<file path="config.mk">
export PLATFORM = sky130hd
export DESIGN_NAME = gpio_cfg_bank
export DESIGN_NICKNAME = d
export VERILOG_FILES = /design/src/rtl/gpio_cfg_pkg.sv /design/src/rtl/gpio_cfg_decode.sv /design/src/rtl/gpio_in_sync.sv /design/src/rtl/gpio_pin_cell.sv /design/src/rtl/gpio_cfg_bank.sv
export SDC_FILE = /design/constraint.sdc
export NUM_CORES = 1
export LEC_CHECK = 0
export ABC_AREA = 0
export CORE_ASPECT_RATIO = 1.75
export CORE_UTILIZATION = 25
export DETAILED_ROUTE_END_ITERATION = 6
export PLACE_DENSITY_LB_ADDON = 0.12
export SLEW_MARGIN = 15
export SYNTH_ARGS = -nofsm -noshare
export SYNTH_HDL_FRONTEND = slang
export SYNTH_HIERARCHICAL = 1
export SYNTH_SLANG_ARGS = --single-unit
</file>
<file path="constraint.sdc">
create_clock -name clk -period 4.36 [get_ports clk]
set_clock_uncertainty 0.15 [all_clocks]
set_input_delay 0.654 -clock clk [delete_from_list [all_inputs] [get_ports clk]]
set_output_delay 0.654 -clock clk [all_outputs]
set_load 0.02 [all_outputs]
</file>
<file path="src/rtl/gpio_cfg_pkg.sv">
// Package: bit positions and edge-mode encoding shared by the GPIO register bank.
// Assumes byte-wide control registers.
package gpio_cfg_pkg;
    localparam int DIR_BIT     = 5;
    localparam int DRV_BIT     = 4;
    localparam int PULL_EN_BIT = 3;
    localparam int PULL_LO_BIT = 1;
    localparam int LVL_BIT     = 0;
    localparam int EDGE_LO_BIT = 1;

    typedef enum logic [1:0] {
        EDGE_OFF  = 2'b00,
        EDGE_FALL = 2'b01,
        EDGE_RISE = 2'b10,
        EDGE_BOTH = 2'b11
    } edge_mode_e;
endpackage

</file>
<file path="src/rtl/gpio_cfg_decode.sv">
// Module: address decoder. Maps a byte address to the output-control range,
// the input-control range or neither, plus the pin index inside the range.
// Assumes the input range directly follows the output range.
module gpio_cfg_decode #(
    parameter int NUM_PINS = 13,
    parameter int ADDR_W   = 16,
    parameter int OUT_BASE = 16'h4E44,
    localparam int IDX_W   = $clog2(NUM_PINS)
) (
    input  logic [ADDR_W-1:0] addr,
    output logic              hit_out,
    output logic              hit_in,
    output logic [IDX_W-1:0]  pin_idx
);
    localparam logic [ADDR_W-1:0] OUT_LO = ADDR_W'(OUT_BASE);
    localparam logic [ADDR_W-1:0] IN_LO  = ADDR_W'(OUT_BASE + NUM_PINS);
    localparam logic [ADDR_W-1:0] IN_END = ADDR_W'(OUT_BASE + 2 * NUM_PINS);

    logic [ADDR_W-1:0] offset;

    // Range compare and offset from the matching base.
    always_comb begin
        hit_out = (addr >= OUT_LO) && (addr < IN_LO);
        hit_in  = (addr >= IN_LO) && (addr < IN_END);
        offset  = addr - (hit_in ? IN_LO : OUT_LO);
        pin_idx = IDX_W'(offset);
    end
endmodule

</file>
<file path="src/rtl/gpio_in_sync.sv">
// Module: two-flop synchronizer for the pad inputs, one chain per pin.
// Assumes the pad inputs are asynchronous to clk.
module gpio_in_sync #(
    parameter int WIDTH = 13
) (
    input  logic             clk,
    input  logic             rst_n,
    input  logic [WIDTH-1:0] async_in,
    output logic [WIDTH-1:0] sync_out
);
    logic [WIDTH-1:0] stage1;

    // Two register stages; both clear on reset.
    always_ff @(posedge clk) begin
        if (!rst_n) begin
            stage1   <= '0;
            sync_out <= '0;
        end else begin
            stage1   <= async_in;
            sync_out <= stage1;
        end
    end
endmodule

</file>
<file path="src/rtl/gpio_pin_cell.sv">
// Module: one pin's configuration storage and pad drive logic.
// Holds the output-control byte and the edge selection; builds both readback bytes.
// Assumes write strobes are already qualified by address.
module gpio_pin_cell
    import gpio_cfg_pkg::*;
(
    input  logic       clk,
    input  logic       rst_n,
    input  logic       wr_out,
    input  logic       wr_in,
    input  logic [7:0] wdata,
    input  logic       pin_lvl,
    output logic [7:0] out_byte,
    output logic [7:0] in_byte,
    output logic       oe,
    output logic       dout,
    output logic       od_sel,
    output logic       pull_en,
    output logic [1:0] pull_sel,
    output logic [1:0] edge_mode
);
    logic [7:0] cfg_q;
    edge_mode_e edge_q;

    // Configuration storage, cleared by reset.
    always_ff @(posedge clk) begin
        if (!rst_n) begin
            cfg_q  <= 8'h00;
            edge_q <= EDGE_OFF;
        end else begin
            if (wr_out) cfg_q  <= wdata;
            if (wr_in)  edge_q <= edge_mode_e'(wdata[EDGE_LO_BIT +: 2]);
        end
    end

    // Pad drive: open-drain only pulls low, push-pull follows direction.
    always_comb begin
        dout     = cfg_q[LVL_BIT];
        od_sel   = ~cfg_q[DRV_BIT];
        pull_en  = cfg_q[PULL_EN_BIT];
        pull_sel = cfg_q[PULL_LO_BIT +: 2];
        oe       = cfg_q[DIR_BIT] & (cfg_q[DRV_BIT] | ~cfg_q[LVL_BIT]);
    end

    // Readback bytes.
    always_comb begin
        out_byte  = cfg_q;
        in_byte   = {5'b0, edge_q, pin_lvl};
        edge_mode = edge_q;
    end
endmodule

</file>
<file path="src/rtl/gpio_cfg_bank.sv">
// Module: top of the GPIO configuration register bank.
// Decodes the byte bus, owns one cell per pin and registers the read data.
// Assumes single-cycle strobes and no simultaneous read and write to one byte matter.
module gpio_cfg_bank #(
    parameter int NUM_PINS = 13,
    parameter int ADDR_W   = 16,
    parameter int OUT_BASE = 16'h4E44
) (
    input  logic                  clk,
    input  logic                  rst_n,
    input  logic                  bus_wr_en,
    input  logic                  bus_rd_en,
    input  logic [ADDR_W-1:0]     bus_addr,
    input  logic [7:0]            bus_wdata,
    output logic [7:0]            bus_rdata,
    input  logic [NUM_PINS-1:0]   pad_in,
    output logic [NUM_PINS-1:0]   pad_oe,
    output logic [NUM_PINS-1:0]   pad_out,
    output logic [NUM_PINS-1:0]   pad_od_sel,
    output logic [NUM_PINS-1:0]   pad_pull_en,
    output logic [2*NUM_PINS-1:0] pad_pull_sel,
    output logic [2*NUM_PINS-1:0] irq_edge_mode
);
    localparam int IDX_W = $clog2(NUM_PINS);

    logic             hit_out;
    logic             hit_in;
    logic [IDX_W-1:0] pin_idx;
    logic [NUM_PINS-1:0] pin_lvl;
    logic [7:0]       out_byte [NUM_PINS];
    logic [7:0]       in_byte  [NUM_PINS];
    logic [7:0]       rd_byte;

    gpio_cfg_decode #(
        .NUM_PINS(NUM_PINS), .ADDR_W(ADDR_W), .OUT_BASE(OUT_BASE)
    ) decode_i (
        .addr(bus_addr), .hit_out(hit_out), .hit_in(hit_in), .pin_idx(pin_idx)
    );

    gpio_in_sync #(.WIDTH(NUM_PINS)) sync_i (
        .clk(clk), .rst_n(rst_n), .async_in(pad_in), .sync_out(pin_lvl)
    );

    for (genvar p = 0; p < NUM_PINS; p++) begin : g_pin
        logic sel;
        assign sel = (pin_idx == IDX_W'(p));
        gpio_pin_cell cell_i (
            .clk(clk),
            .rst_n(rst_n),
            .wr_out(bus_wr_en & hit_out & sel),
            .wr_in(bus_wr_en & hit_in & sel),
            .wdata(bus_wdata),
            .pin_lvl(pin_lvl[p]),
            .out_byte(out_byte[p]),
            .in_byte(in_byte[p]),
            .oe(pad_oe[p]),
            .dout(pad_out[p]),
            .od_sel(pad_od_sel[p]),
            .pull_en(pad_pull_en[p]),
            .pull_sel(pad_pull_sel[2*p +: 2]),
            .edge_mode(irq_edge_mode[2*p +: 2])
        );
    end

    // Read multiplexer; unmapped addresses give zero.
    always_comb begin
        rd_byte = 8'h00;
        for (int p = 0; p < NUM_PINS; p++) begin
            if (pin_idx == IDX_W'(p)) begin
                if (hit_out) rd_byte = out_byte[p];
                if (hit_in)  rd_byte = in_byte[p];
            end
        end
    end

    // Registered read data, updated only on a read strobe.
    always_ff @(posedge clk) begin
        if (!rst_n)         bus_rdata <= 8'h00;
        else if (bus_rd_en) bus_rdata <= rd_byte;
    end
endmodule

</file>
==> results.ini, run 1 <==
[run_status]
outcome = completed

[cts]
clk_latency_ps = 450
post_cts.repair.setup_buffers = 0
cts.repair.resized = 0
htree_num_levels = 4
cts-root-buf = clkbuf_16
total_cts_buffers = 17
cts.reportedPaths.clkPinSlew_ps = 70
cts_max_path_buffers = 2
ctsHoldBuffers = 0
tritoncts_num_sinks = 164
tritoncts = built

[worst_hold_path]
hold_depth = 1
worstHoldEndpoint = sync_i/sync_out[9]$_SDFF_PN0_
worstHoldStart = sync_i/stage1[9]$_SDFF_PN0_
hold_class = flip-flop to flip-flop

[detailed_routing]
ant_nets = 0
drt-initial-drc-count = 362
vias_per_cell = 4.39
firstDrtPassIters = 4
drt_drc_violations_left = 0
drt_wirelength_um = 30500
routed-via-count = 6682
drt-wirelength-per-cell_um = 20.1

[synth]
synthMuxAreaShare_pct = 14.4
count_of_flip_flops_with_a_built_in_enable_after_synthesis = 0
synth_adder_area_share_pct = 0.416
yosys.cell_types.count = 41
synth-xor-area-share_pct = 0.194
synth.top_cell.area_share_pct = 36.4
yosysWarningCount = 6
simple_gate_area_share_of_the_yosys_netlist_pct = 16.8
seq_total_area_yosys_pct = 36.4
syn_area_um2 = 9020
most_used_flip_flop_cell_after_synthesis = dfxtp_1
dominant_combinational_cell_family_by_area_after_synthesis = buffers and inverters
synthCells = 975
yosys-top-cells-count = 164 x dfxtp_1, 162 x buf_4, 132 x nor2b_1
avgSynthCellArea_um2 = 9.25
synthMostInstantiatedCell = dfxtp_1
synth_compound_area_share_pct = 13.8
synth-seq-cells = 164
ys_async_sr_fraction_pct = 0
synthTopCellsByArea = dfxtp_1 36%, mux2i_1 14%, buf_4 13%
yosys.area.top_type = dfxtp_1

[global_route]
grt_max_degree = 74
grt_util_all_layers_pct = 16.8
grt_antenna_before_repair = 0
grt_pass1_vias = 6722
grt.overflow.total = 0
first_pass_grt_wire_length_um = 45200

[place]
globalplace.congestion = 0.793
pre_cts_slack_ps = 18.7
detailedPlacementHpwl_um = 21900
placement_cell_area_um2 = 10200
port_buffers = 152

[finish]
syn_to_final_growth_pct = 20.0
stdcell_area_um2 = 10800
layout-drive-gt1-share_pct = 11.3
insertedDiodeCount = 0
final_nets = 1089

[worst_setup_path]
crit-reg2reg-launch = g_pin[1].cell_i/edge_mode[0]$_SDFFE_PN0P_
worstPathBufferInverterCount = 4
reg2reg_slack_ps = 2770
crit_arrival_ps = 4030
r2r.worst_path.cells = 5
cp_top_family = simple AND/OR/NAND/NOR gates
path_class = input pin to flip-flop
setup.worst_path.end_class = flip-flop
critical_path.max_fanout = 9
timing.critical_path.required_ps = 4540
timing.critical_path.from_type = input pin
r2r_end = bus_rdata[1]$_SDFFE_PN0P_
critPathMostFrequentCell = buf_4
critical_path.slowest_cell = nor3_2
critical-path-max-stage-delay_ps = 440
cp_cell_sequence = clkdlybuf4s50_1, nor4b_2, nand3_1, nor3_2, ha_1, a21oi_1, xor2_1, nor2_1, buf_4, nand2_1, buf_4, o22ai_1, nor3_1, buf_4, a31oi_1

[sta]
final_min_period_over_clock_period_pct = 88.4
finalMaxSlewViolations = 0
setup_viol_count_final = 0
worst_pin_slew_ps = 1170
post-route-min-period_ps = 3850
grt_setup_unrepaired = no
fmaxAchievable_mhz = 259
final.setup.worst_slack_ps = 506
final_sum_of_negative_setup_slack_ps = 0
finalHoldViolCount = 0
slew_headroom_pct = 21.5

[die]
fp.dieW_um = 146
fp.coreArea_um2 = 35400
die_h_um = 253
design.portCount = 153
floorplan.initialDensity_pct = 25.5
core_rows = 91
die_area_um2 = 36900

[run]
drv_cap = 0

[power]
powerDensity_nw_per_um2 = 310
static-leakage-power_nw = 3.47
maximum_ir_drop_on_the_vdd_rail_mv = 0.255

-- state kept, by name, indices dropped and copies added (netlist names) --
name / flops
bus_rdata: 8
sync_i/stage1: 13
g_pin.cell_i/edge_mode: 26
g_pin.cell_i/out_byte: 104
sync_i/sync_out: 13
-- worst max-delay path by stage --
| stage | start | end | cells past startpoint |
|---|---|---|---|
| 6_report | bus_addr[13] | bus_rdata[1]$_SDFFE_PN0P_ | 15 |
| 3_5_place_dp | bus_addr[13] | bus_rdata[6]$_SDFFE_PN0P_ | 14 |
| 4_1_cts | bus_addr[13] | bus_rdata[6]$_SDFFE_PN0P_ | 14 |
| 5_1_grt | bus_addr[13] | bus_rdata[6]$_SDFFE_PN0P_ | 14 |
| 3_3_place_gp | bus_addr[13] | bus_rdata[6]$_SDFFE_PN0P_ | 14 |
| 2_1_floorplan | bus_addr[13] | g_pin[10].cell_i/out_byte[0]$_SDFFE_PN0P_ | 12 |
-- through the flow --
stage / instances / util [%] / power (mW) / hold slack (ps)
after global placement: 1491 / 28.8 / 1.74 / 273
after floorplan: 1027 / - / 1.67 / 262
after detailed placement: 1491 / 28.8 / 1.74 / 273
after CTS: 1523 / 30.6 / 3.41 / 289
after global routing: 1523 / 30.6 / 3.48 / 304
final: 1523 / 30.6 / 3.36 / 286
-- power breakdown --
| group | internal (mW) | switching, mW |
|---|---|---|
| Sequential | 1.51 | 0.00793 |
| Combinational | 0.0780 | 0.104 |
| Clock | 0.990 | 0.666 |
| Total | 2.58 | 0.778 |
-- logic make-up after synthesis --
group / count (synthesis)
multiplexers: 130
buffers and inverters: 218
XOR/XNOR: 2
other: 13
AND/OR/NAND/NOR: 260
flip-flops: 164
AO/OA/AOI/OAI: 185
adder cells (fa/ha/maj): 3
-- per-layer routing --
metal	up-vias	GRT usage (%)	routed length, um
met3	33	3.12	876
met5	-	0	0
met2	143	30.9	16100
li1	3331	-	-
met4	0	6.98	964
met1	3175	18.8	12600
-- layout by cell type (no fill, tap or decap), types with 2 or more instances in the layout --
cell               n
buf_12             2
o21ai_0           18
a31oi_1            8
o22ai_1           84
and2b_1            2
clkinvlp_4         2
and2_1             6
nand3_2            2
a21oi_1            5
inv_6              2
conb_1            65
a22oi_1           47
a21boi_0          13
buf_2              2
bufinv_16          4
nor2_1            44
buf_4             45
nand2_1           16
nor4_1             2
o221a_2            8
clkdlybuf4s50_1  149
nand3_1            8
clkinv_2           3
nor3_1            15
dfxtp_1          164
inv_1             18
clkbuf_16         17
and2_2            20
mux2i_1          130
nand4b_1           2
ha_1               3
clkbuf_8           2
nor2b_1          131
-- worst reg2reg max path, cell delays in order (launching register included) --
cell	delay, ps
dfxtp_1	340
a22oi_1	290
o22ai_1	170
nor3_1	250
buf_4	200
a31oi_1	70
-- area by class of cell --
class / instances / area [um2]
inverters: 19 / 71.3
clock buffers: 20 / 457
fillers: 3731 / 24600
multi-input cells: 645 / 4380
flip-flops and latches: 164 / 3280
well taps: 465 / 582
repair buffers: 198 / 1880
clock inverters: 12 / 176
Note: power is estimated with default switching activity, not from simulation.
==> run 2: changes to the inputs <==
--- a/config.mk
+++ b/config.mk
@@ -9,7 +9,7 @@
 export CORE_ASPECT_RATIO = 1.75
 export CORE_UTILIZATION = 25
 export DETAILED_ROUTE_END_ITERATION = 6
-export PLACE_DENSITY_LB_ADDON = 0.12
+export PLACE_DENSITY_LB_ADDON = 0.08
 export SLEW_MARGIN = 15
 export SYNTH_ARGS = -nofsm -noshare
 export SYNTH_HDL_FRONTEND = slang
==> results.ini, run 2 (same netlist as run 1, synthesis figures left out) <==
[die]
floorplan.initialDensity_pct = 25.5  ; unchanged
core_rows = 91  ; unchanged
fp.dieW_um = 146  ; unchanged
design.portCount = 153  ; unchanged
die_h_um = 253  ; unchanged
die_area_um2 = 36900  ; unchanged
fp.coreArea_um2 = 35400  ; unchanged

[cts]
tritoncts = built
cts_max_path_buffers = 2  ; unchanged
htree_num_levels = 4  ; unchanged
ctsHoldBuffers = 0  ; unchanged
cts.reportedPaths.clkPinSlew_ps = 70  ; about the same
cts.repair.resized = 0  ; unchanged
cts-root-buf = clkbuf_16
tritoncts_num_sinks = 164  ; unchanged
clk_latency_ps = 450  ; about the same
total_cts_buffers = 17  ; unchanged
post_cts.repair.setup_buffers = 0  ; unchanged

[finish]
largest_reg_flops = 104  ; unchanged
syn_to_final_growth_pct = 20.5
insertedDiodeCount = 0  ; unchanged
multiInputGateArea_um2 = 4380  ; unchanged
commonest_non_fill_non_tap_cell_in_the_layout = dfxtp_1
stdcell_area_um2 = 10900  ; +0.40%
number_of_fill_cells = 3767  ; +0.96%
layout.cells.most_common_list = 164 x dfxtp_1, 149 x clkdlybuf4s50_1, 131 x nor2b_1, 130 x mux2i_1, 84 x o22ai_1
seqCellArea_um2 = 3280  ; unchanged
final_nets = 1092  ; +0.28%
layout-drive-gt1-share_pct = 11.7  ; +0.34 points

[worst_setup_path]
worstPathBufferInverterCount = 1  ; -3
timing.critical_path.from_type = input pin
reg2reg_slack_ps = 2660  ; -110 ps
r2r_end = bus_rdata[1]$_SDFFE_PN0P_
crit_arrival_ps = 4080  ; +50 ps
crit_start = bus_addr[13]
crit-reg2reg-launch = g_pin[1].cell_i/edge_mode[0]$_SDFFE_PN0P_
timing.critical_path.required_ps = 4520  ; -20 ps
critical_path.slowest_cell = nor3_1
cp_top_family = simple AND/OR/NAND/NOR gates
path_class = input pin to flip-flop
cp_cell_sequence = clkdlybuf4s50_1, nor4b_2, nand3_1, nor3_2, ha_1, a21oi_1, xor2_1, nor2_1, nand2_1, o22ai_1, nor3_1, a31oi_1
setup.worst_path.end_class = flip-flop
critical-path-max-stage-delay_ps = 480  ; +40 ps
critical_path.max_fanout = 10  ; +1
r2r.worst_path.cells = 4  ; -1

[place]
port_buffers = 152  ; unchanged
detailedPlacementHpwl_um = 21500  ; -1.6%
placement_cell_area_um2 = 10200  ; +0.47%
globalplace.congestion = 0.778  ; -2.0%

[worst_hold_path]
hold_class = flip-flop to flip-flop
hold_depth = 1  ; unchanged
worstHoldEndpoint = sync_i/sync_out[7]$_SDFF_PN0_
worstHoldStart = sync_i/stage1[7]$_SDFF_PN0_

[sta]
setup_viol_count_final = 0  ; unchanged
finalMaxSlewViolations = 0  ; unchanged
slew_headroom_pct = 26.9  ; +5.4 points
fin_hold_ws_ps = 285  ; -1.60 ps
fmaxAchievable_mhz = 255  ; -1.8%
post-route-min-period_ps = 3920  ; +69.4 ps
grt_setup_unrepaired = no
final_min_period_over_clock_period_pct = 90.0  ; +1.6 points
finalHoldViolCount = 0  ; unchanged
worst_pin_slew_ps = 1090  ; -81.3 ps

[global_route]
grt_antenna_before_repair = 0  ; unchanged
grt.overflow.total = 0  ; unchanged
first_pass_grt_wire_length_um = 45300  ; +0.37%
grt_pass1_vias = 6828  ; +1.6%
grt_max_degree = 101  ; +36%
grt_util_all_layers_pct = 16.9  ; +0.092 points

[run]
drv_cap = 0  ; unchanged

[power]
maximum_ir_drop_on_the_vdd_rail_mv = 0.280  ; +10%
power.share.combinational_pct = 5.5  ; about the same
pwr-share-clk_pct = 49.1  ; -0.2 points
power_switching_mw = 0.794  ; +2.0%
static-leakage-power_nw = 3.48  ; +0.39%
p_total_mw = 3.34  ; -0.42%
powerDensity_nw_per_um2 = 308  ; -0.82%
power_report.internal_total_mw = 2.55  ; -1.2%
seq_power_share_pct = 45.4  ; about the same
sw_frac_of_total_pct = 23.7  ; +0.57 points

[detailed_routing]
drt_drc_violations_left = 0  ; unchanged
ant_nets = 0  ; unchanged
firstDrtPassIters = 4  ; unchanged
routed-via-count = 6732  ; +0.75%
drt-wirelength-per-cell_um = 20.1  ; +0.22%
vias_per_cell = 4.41  ; +0.55%
drt_wirelength_um = 30700  ; +0.41%
drt-initial-drc-count = 347  ; -4.1%

[run_status]
outcome = completed

## run 2: changes by cell type in the layout (fill, tap and decap cells not counted), sizes merged
| cell | previous run | this run |
|---|---|---|
| clkinvlp | 2 | 4 |
| clkbuf | 20 | 17 |
| clkinv | 4 | 5 |
| buf | 49 | 52 |
## run 2: final cells by class
cell class / count / share of cell area (%)
inverters: 19 / 0.656
flip-flops and latches: 164 / 30.2
clock buffers: 17 / 3.91
clock inverters: 15 / 1.88
multi-input cells: 645 / 40.3
well taps: 465 / 5.35
repair buffers: 201 / 17.7
## run 2: worst max path at each step
stage | endpoint | slack [ps] | cells after the start
after floorplan | g_pin[10].cell_i/out_byte[0]$_SDFFE_PN0P_ | 1050 | 12
after global placement | bus_rdata[1]$_SDFFE_PN0P_ | -50 | 12
after detailed placement | bus_rdata[1]$_SDFFE_PN0P_ | -100 | 12
after CTS | bus_rdata[1]$_SDFFE_PN0P_ | 370 | 12
after global routing | bus_rdata[1]$_SDFFE_PN0P_ | 240 | 12
final | bus_rdata[1]$_SDFFE_PN0P_ | 440 | 12
## run 2: metal layers
layer | routed length [um] | up-vias | global-route usage, %
li1 | - | 3342 | -
met1 | 12700 | 3200 | 19.2
met2 | 16200 | 159 | 31.0
met3 | 947 | 31 | 2.83
met4 | 778 | 0 | 6.83
met5 | 0 | - | 0
## run 2: power by group through the flow
| stage | logic, mW | clock network (mW) | registers, mW |
|---|---|---|---|
| after floorplan | 0.113 | 0 | 1.55 |
| after global placement | 0.186 | 0 | 1.55 |
| after detailed placement | 0.186 | 0 | 1.55 |
| after CTS | 0.186 | 1.70 | 1.52 |
| after global routing | 0.200 | 1.76 | 1.52 |
| final | 0.183 | 1.64 | 1.52 |
## run 2: per-stage QoR
| step | TNS, ps | setup slack [ps] | util, % | std cells |
|---|---|---|---|---|
| finish | 0 | 437 | 30.7 | 1526 |
| global route | 0 | 237 | 30.7 | 1526 |
| CTS | 0 | 368 | 30.7 | 1526 |
| detailed placement | -105 | -105 | 28.9 | 1494 |
| global placement | -48.1 | -48.1 | 28.9 | 1494 |
| floorplan | 0 | 1050 | - | 1027 |
